### src/rtl/gpt_pkg.sv
package gpt_pkg;
   localparam logic [7:0] OFS_CTRL  = 8'h00;
   localparam logic [7:0] OFS_PRE   = 8'h04;
   localparam logic [7:0] OFS_CMP   = 8'h10;
   localparam logic [7:0] OFS_COUNT = 8'h24;

   localparam int BIT_RUN   = 0;
   localparam int BIT_SRC_LO = 6;
   localparam int BIT_FREE  = 9;
   localparam int BIT_OSCEN = 10;
   localparam int BIT_SWRST = 15;

   localparam logic [2:0] SRC_BUS = 3'd1;
   localparam logic [2:0] SRC_OSC = 3'd5;

   typedef struct packed {
      logic       run;
      logic [2:0] src;
      logic       free;
      logic       osc_en;
   } ctrl_t;
endpackage

### src/rtl/gpt_prescaler.sv
module gpt_prescaler #(
   parameter int DIV_W = 12
) (
   input  logic             clk,
   input  logic             rst_n,
   input  logic             clr,
   input  logic             in_tick,
   input  logic [DIV_W-1:0] div,
   output logic             out_tick
);
   generate
      if (DIV_W < 1) begin : g_bad
         $error("gpt_prescaler: DIV_W must be at least 1");
      end
   endgenerate

   logic [DIV_W-1:0] phase_q;
   logic             roll;

   assign roll     = (phase_q >= div);
   assign out_tick = in_tick && roll;

   always_ff @(posedge clk or negedge rst_n) begin
      if (!rst_n) begin
         phase_q <= '0;
      end else if (clr) begin
         phase_q <= '0;
      end else if (in_tick) begin
         phase_q <= roll ? '0 : phase_q + 1'b1;
      end
   end
endmodule

### src/rtl/gpt_counter.sv
module gpt_counter #(
   parameter int CNT_W = 32
) (
   input  logic             clk,
   input  logic             rst_n,
   input  logic             clr,
   input  logic             tick,
   input  logic             free,
   input  logic [CNT_W-1:0] cmp,
   output logic [CNT_W-1:0] count
);
   always_ff @(posedge clk or negedge rst_n) begin
      if (!rst_n) begin
         count <= '0;
      end else if (clr) begin
         count <= '0;
      end else if (tick) begin
         if (!free && (count == cmp)) count <= '0;
         else                         count <= count + 1'b1;
      end
   end
endmodule

### src/rtl/gpt_regs.sv
module gpt_regs
   import gpt_pkg::*;
#(
   parameter int CNT_W      = 32,
   parameter int MAIN_W     = 12,
   parameter int OSC_W      = 4,
   parameter int RST_CYCLES = 4
) (
   input  logic              clk,
   input  logic              rst_n,
   input  logic [7:0]        reg_addr,
   input  logic              reg_wr,
   input  logic [31:0]       reg_wdata,
   output ctrl_t             ctrl,
   output logic [MAIN_W-1:0] main_div,
   output logic [OSC_W-1:0]  osc_div,
   output logic [CNT_W-1:0]  cmp,
   output logic              swr_busy,
   output logic              swr_start
);
   localparam int RC_W = $clog2(RST_CYCLES + 1);

   logic [RC_W-1:0] rcnt_q;

   assign swr_start = reg_wr && (reg_addr == OFS_CTRL) && reg_wdata[BIT_SWRST] && !swr_busy;

   always_ff @(posedge clk or negedge rst_n) begin
      if (!rst_n) begin
         ctrl     <= '0;
         main_div <= '0;
         osc_div  <= '0;
         cmp      <= '1;
         swr_busy <= 1'b0;
         rcnt_q   <= '0;
      end else if (swr_start || swr_busy) begin
         ctrl     <= '0;
         main_div <= '0;
         osc_div  <= '0;
         cmp      <= '1;
         if (swr_start) begin
            swr_busy <= 1'b1;
            rcnt_q   <= RC_W'(RST_CYCLES - 1);
         end else if (rcnt_q == '0) begin
            swr_busy <= 1'b0;
         end else begin
            rcnt_q <= rcnt_q - 1'b1;
         end
      end else if (reg_wr) begin
         case (reg_addr)
            OFS_CTRL: begin
               ctrl.run    <= reg_wdata[BIT_RUN];
               ctrl.src    <= reg_wdata[BIT_SRC_LO +: 3];
               ctrl.free   <= reg_wdata[BIT_FREE];
               ctrl.osc_en <= reg_wdata[BIT_OSCEN];
            end
            OFS_PRE: begin
               main_div <= reg_wdata[MAIN_W-1:0];
               osc_div  <= reg_wdata[MAIN_W +: OSC_W];
            end
            OFS_CMP: cmp <= reg_wdata[CNT_W-1:0];
            default: ;
         endcase
      end
   end
endmodule

### src/rtl/gp_timer.sv
module gp_timer
   import gpt_pkg::*;
#(
   parameter int CNT_W      = 32,
   parameter int MAIN_W     = 12,
   parameter int OSC_W      = 4,
   parameter int RST_CYCLES = 4
) (
   input  logic        clk,
   input  logic        rst_n,
   input  logic        bus_tick,
   input  logic        osc_tick,
   input  logic [7:0]  reg_addr,
   input  logic        reg_wr,
   input  logic [31:0] reg_wdata,
   output logic [31:0] reg_rdata
);
   localparam int PRE_W = MAIN_W + OSC_W;

   generate
      if (CNT_W < 2 || CNT_W > 32) begin : g_bad_cnt
         $error("gp_timer: CNT_W must be 2..32");
      end
      if (PRE_W > 32) begin : g_bad_pre
         $error("gp_timer: prescale fields exceed 32 bits");
      end
      if (RST_CYCLES < 1) begin : g_bad_rst
         $error("gp_timer: RST_CYCLES must be at least 1");
      end
   endgenerate

   ctrl_t             ctrl;
   logic [MAIN_W-1:0] main_div;
   logic [OSC_W-1:0]  osc_div;
   logic [CNT_W-1:0]  cmp;
   logic [CNT_W-1:0]  count;
   logic              swr_busy;
   logic              swr_start;
   logic              seq_clr;
   logic              bus_in, osc_in, osc_div_tick, main_in, cnt_tick;

   gpt_regs #(
      .CNT_W(CNT_W), .MAIN_W(MAIN_W), .OSC_W(OSC_W), .RST_CYCLES(RST_CYCLES)
   ) u_regs (
      .clk(clk), .rst_n(rst_n), .reg_addr(reg_addr), .reg_wr(reg_wr),
      .reg_wdata(reg_wdata), .ctrl(ctrl), .main_div(main_div), .osc_div(osc_div),
      .cmp(cmp), .swr_busy(swr_busy), .swr_start(swr_start)
   );

   assign seq_clr = swr_start || swr_busy;
   assign bus_in  = bus_tick && ctrl.run && (ctrl.src == SRC_BUS);
   assign osc_in  = osc_tick && ctrl.run && ctrl.osc_en && (ctrl.src == SRC_OSC);

   gpt_prescaler #(.DIV_W(OSC_W)) u_osc_pre (
      .clk(clk), .rst_n(rst_n), .clr(seq_clr), .in_tick(osc_in),
      .div(osc_div), .out_tick(osc_div_tick)
   );

   assign main_in = bus_in || osc_div_tick;

   gpt_prescaler #(.DIV_W(MAIN_W)) u_main_pre (
      .clk(clk), .rst_n(rst_n), .clr(seq_clr), .in_tick(main_in),
      .div(main_div), .out_tick(cnt_tick)
   );

   gpt_counter #(.CNT_W(CNT_W)) u_cnt (
      .clk(clk), .rst_n(rst_n), .clr(seq_clr), .tick(cnt_tick),
      .free(ctrl.free), .cmp(cmp), .count(count)
   );

   always_comb begin
      reg_rdata = '0;
      case (reg_addr)
         OFS_CTRL: begin
            reg_rdata[BIT_RUN]           = ctrl.run;
            reg_rdata[BIT_SRC_LO +: 3]   = ctrl.src;
            reg_rdata[BIT_FREE]          = ctrl.free;
            reg_rdata[BIT_OSCEN]         = ctrl.osc_en;
            reg_rdata[BIT_SWRST]         = swr_busy;
         end
         OFS_PRE:   reg_rdata[PRE_W-1:0] = {osc_div, main_div};
         OFS_CMP:   reg_rdata[CNT_W-1:0] = cmp;
         OFS_COUNT: reg_rdata[CNT_W-1:0] = count;
         default:   reg_rdata = '0;
      endcase
   end
endmodule

### config.mk
export PLATFORM = sky130hd
export DESIGN_NAME = gp_timer
export DESIGN_NICKNAME = d
export VERILOG_FILES = /design/src/rtl/gpt_pkg.sv /design/src/rtl/gpt_prescaler.sv /design/src/rtl/gpt_counter.sv /design/src/rtl/gpt_regs.sv /design/src/rtl/gp_timer.sv
export SDC_FILE = /design/constraint.sdc
export NUM_CORES = 1
export LEC_CHECK = 0
export ABC_AREA = 1
export BUFFER_PORTS_ARGS = -buffer_cell sky130_fd_sc_hd__clkbuf_2
export CORE_MARGIN = 2
export CORE_UTILIZATION = 45
export DETAILED_ROUTE_END_ITERATION = 8
export SYNTH_ARGS = -nofsm -noshare
export SYNTH_HDL_FRONTEND = slang
export SYNTH_HIERARCHICAL = 1
export SYNTH_SLANG_ARGS = --single-unit
### constraint.sdc
create_clock -name clk -period 3.35 [get_ports clk]
set_input_delay 0.5025 -clock clk [delete_from_list [all_inputs] [get_ports clk]]
set_output_delay 0.5025 -clock clk [all_outputs]
set_load 0.02 [all_outputs]
==> flow_summary.ini <==
[outcome]
outcome = finished, final reports clean

[yosys]
yosys.area.top_type_share_pct = 24.2
syn-cell-area_um2 = 7650
yosysUniqueCellTypes = 42
syn_inst = 1129
syn-num-nets = 1195
synth-main-ff-cell = dfrtp_1
synth_edf_count = 0
ys_warn_count = 6
async_flop_share_pct = 100
ys_seq_area_share_pct = 35.2
synth.ff_latch_count = 106
yosys.area.top_type = dfrtp_1
synth.avg_cell_area_um2 = 6.78
synthTopCellsByArea = dfrtp_1, nand2_1, dfstp_2

[worst_setup_path]
crit_path_max_fanout = 21
cp-start-kind = register
crit_arrival_ns = 3.09
worstRegToRegCells = 16
path_class = register to register
critPathRequiredTime_ns = 3.64
worstSetupEndpointType = register

[clock_network]
cts_htree_levels = 3
path_clk_slew_ns = 0.08
hold_buffers = 0
clock_sinks = 106
cts_buffer_depth = 2
cts_tree = yes
clock_latency_ns = 0.36
post_cts_resized = 0
post_cts_buffers = 0
cts_root_buffer = clkbuf_16
cts_made_buffers = 9

[sta]
maxSlewViolCount = 0
min_period_over_period_pct = 83.6
clock_skew_ns = 0.0119
setup_violations = 0
fmax_ghz = 0.357
period_minus_slack_ns = 2.80
tns_ns = 0
slew_headroom_pct = 41.2
rsz0062_at_grt = false
hold_viol = 0
tightest_slew_ns = 0.878
fin_hold_ws_ns = 0.176

[grt]
grt_pass1_vias = 6496
grt_max_degree = 107
grt_use_total_pct = 24.1
antenna_found_initial = 0
grt.overflow.total = 0
grt_pass1_wl_mm = 34.1

[final_layout]
syn2layout_area_growth_pct = 9.99
fin_area_um2 = 8420
stdcell_count = 1405
drive_gt1_share_pct = 17.0
n_antenna_cell = 0
finalNetCount = 1246

[floorplanning]
ios = 77
die_h_um = 134
start_util_pct = 46.1
rows = 47
fp.dieArea_um2 = 18100
core_area_um2 = 16600
dieWidth_um = 134

[routing]
ant_nets = 0
wire_per_inst_um = 15.1
drt_iter0_drc = 537
drt_drc_violations_left = 0
routed_wl_mm = 21.2
vias = 7206
dr.pass1.iters = 6
route.detailed.vias_per_inst = 5.13

[pwr]
power.internal_w = 0.00207
finalPower_w = 0.00290
seqPwrFrac_pct = 49.2
p_leak_nw = 4.60
pwr-share-clk_pct = 38.1
power.density_nw_per_um2 = 344
p_sw_share_pct = 28.6
p_sw_w = 0.000829
irDropWorstVdd_uv = 253
p_comb_share_pct = 12.7

[placement]
hpwl_mm = 15.6
place_inst = 1389
gp_congestion = 0.848
placedInstanceArea_um2 = 8120
port_buffers = 76

[hold_path]
hold_class = input pin to async pin

[job]
maxCapViolCount = 0
==> cells in the mapped netlist (3+ instances only) <==
library cell,n
nor2_2,14
nand3_1,107
nor3_1,5
nand2_1,398
a21oi_2,4
o21ai_0,34
nand4_1,15
dfstp_2,32
nand3_2,4
o21ai_1,13
buf_6,8
clkinv_1,5
xor2_1,23
nor2_1,86
buf_2,27
xnor2_1,13
nor2_4,6
a21oi_1,41
dfrtp_1,74
nand2_4,3
inv_1,140
and2_1,3
ha_1,21
nand2_2,9
clkbuf_1,5
o211ai_2,8
inv_2,9
==> layer usage <==
layer  vias up  routed length, um  share of wire [%]  global-route usage (%)
li1       3612                  -                  -                       -
met1      3397              10500                 50                    36.5
met2       190               9520                 45                    36.3
met3         7               1070                5.0                    4.46
met4         0                127               0.60                    3.63
met5         -                  0                  0                       0
==> worst paths after layout <==
| check | slack, ns | start | to |
|---|---|---|---|
| min | 0.18 | rst_n | u_cnt/count[23]$_DFFE_PN0P_ |
| min reg2reg | 0.48 | u_regs/rcnt_q[1]$_DFFE_PN0P_ | u_regs/rcnt_q[1]$_DFFE_PN0P_ |
| max in group asynchronous | 2.68 | rst_n | u_main_pre/phase_q[3]$_DFFE_PN0P_ |
| min in group clk | 0.38 | reg_wdata[16] | u_regs/cmp[16]$_DFFE_PN1P_ |
| max | 0.55 | u_osc_pre/phase_q[0]$_DFFE_PN0P_ | u_cnt/count[10]$_DFFE_PN0P_ |
| max reg2reg | 0.55 | u_osc_pre/phase_q[0]$_DFFE_PN0P_ | u_cnt/count[10]$_DFFE_PN0P_ |
==> cell type report <==
class,instances,area [um2]
Fill cell,1725,8170
Clock buffer,11,233
Sequential cell,106,2690
Clock inverter,5,62.6
Tap cell,220,275
Timing Repair Buffer,85,463
Inverter,156,589
Multi-Input combinational cell,822,4100
==> stage by stage <==
| step | util, % | setup WS, ns |
|---|---|---|
| after floorplan | - | 1.08 |
| after global placement | 49.0 | 0.692 |
| after detailed placement | 49.0 | 0.601 |
| after CTS | 50.7 | 0.576 |
| after global routing | 50.7 | 0.344 |
| final | 50.7 | 0.549 |
==> kinds of logic (layout without fill, tap and decap cells) <==
| group | Yosys count | in the layout | share of synthesized area (%) |
|---|---|---|---|
| simple gates | 659 | 659 | 37.8 |
| buf+inv | 201 | 257 | 11.3 |
| compound gates | 106 | 106 | 8.11 |
| flops | 106 | 106 | 35.2 |
| xor+xnor | 36 | 36 | 4.12 |
| fa+ha+maj | 21 | 21 | 3.43 |
==> registers in the layout, summed over array words and instances (netlist names) <==
name                flops
u_cnt/count            32
u_regs/ctrl             6
u_regs/swr_busy         1
u_regs/cmp             32
u_regs/rcnt_q           3
u_regs/main_div        12
u_osc_pre/phase_q       4
u_regs/osc_div          4
u_main_pre/phase_q     12
==> worst max-delay path, cell delays in order (launching register included) <==
cell and delay, ns:
dfrtp_1 0.42, inv_1 0.06, ha_1 0.26, nand2_1 0.05, inv_1 0.06, nand2_1 0.08, nand3_1 0.11, nand2_1 0.05
inv_1 0.06, o21bai_1 0.18, inv_1 0.09, a21oi_1 0.23, nor2_2 0.07, nor2_2 0.41, buf_4 0.36, nand3_1 0.12
nand2_1 0.10
==> power by group through the flow <==
stage	registers (W)	clock network, W	logic, W
2_1_floorplan	0.00142	0	0.000252
3_3_place_gp	0.00145	0	0.000363
3_5_place_dp	0.00145	0	0.000366
4_1_cts	0.00142	0.00113	0.000370
5_1_grt	0.00144	0.00118	0.000425
6_report	0.00142	0.00110	0.000367
==> layout by cell type (no fill, tap or decap), types with 3 or more instances in the layout <==
master	n
o211ai_2	8
nand4_1	15
nor2_1	83
nand2_4	3
o21ai_1	13
a21oi_1	41
nand2_1	398
ha_1	21
a21oi_2	4
buf_4	9
nor3_1	5
clkinv_1	5
o21ai_0	34
inv_1	140
nor2_4	6
xor2_1	23
clkbuf_16	9
xnor2_1	13
nand3_1	107
nand3_2	4
nor2_2	17
dfstp_2	32
dfrtp_1	74
clkbuf_2	75
and2_1	3
nand2_2	9
inv_2	9
Power figures use the tool's default switching activity.
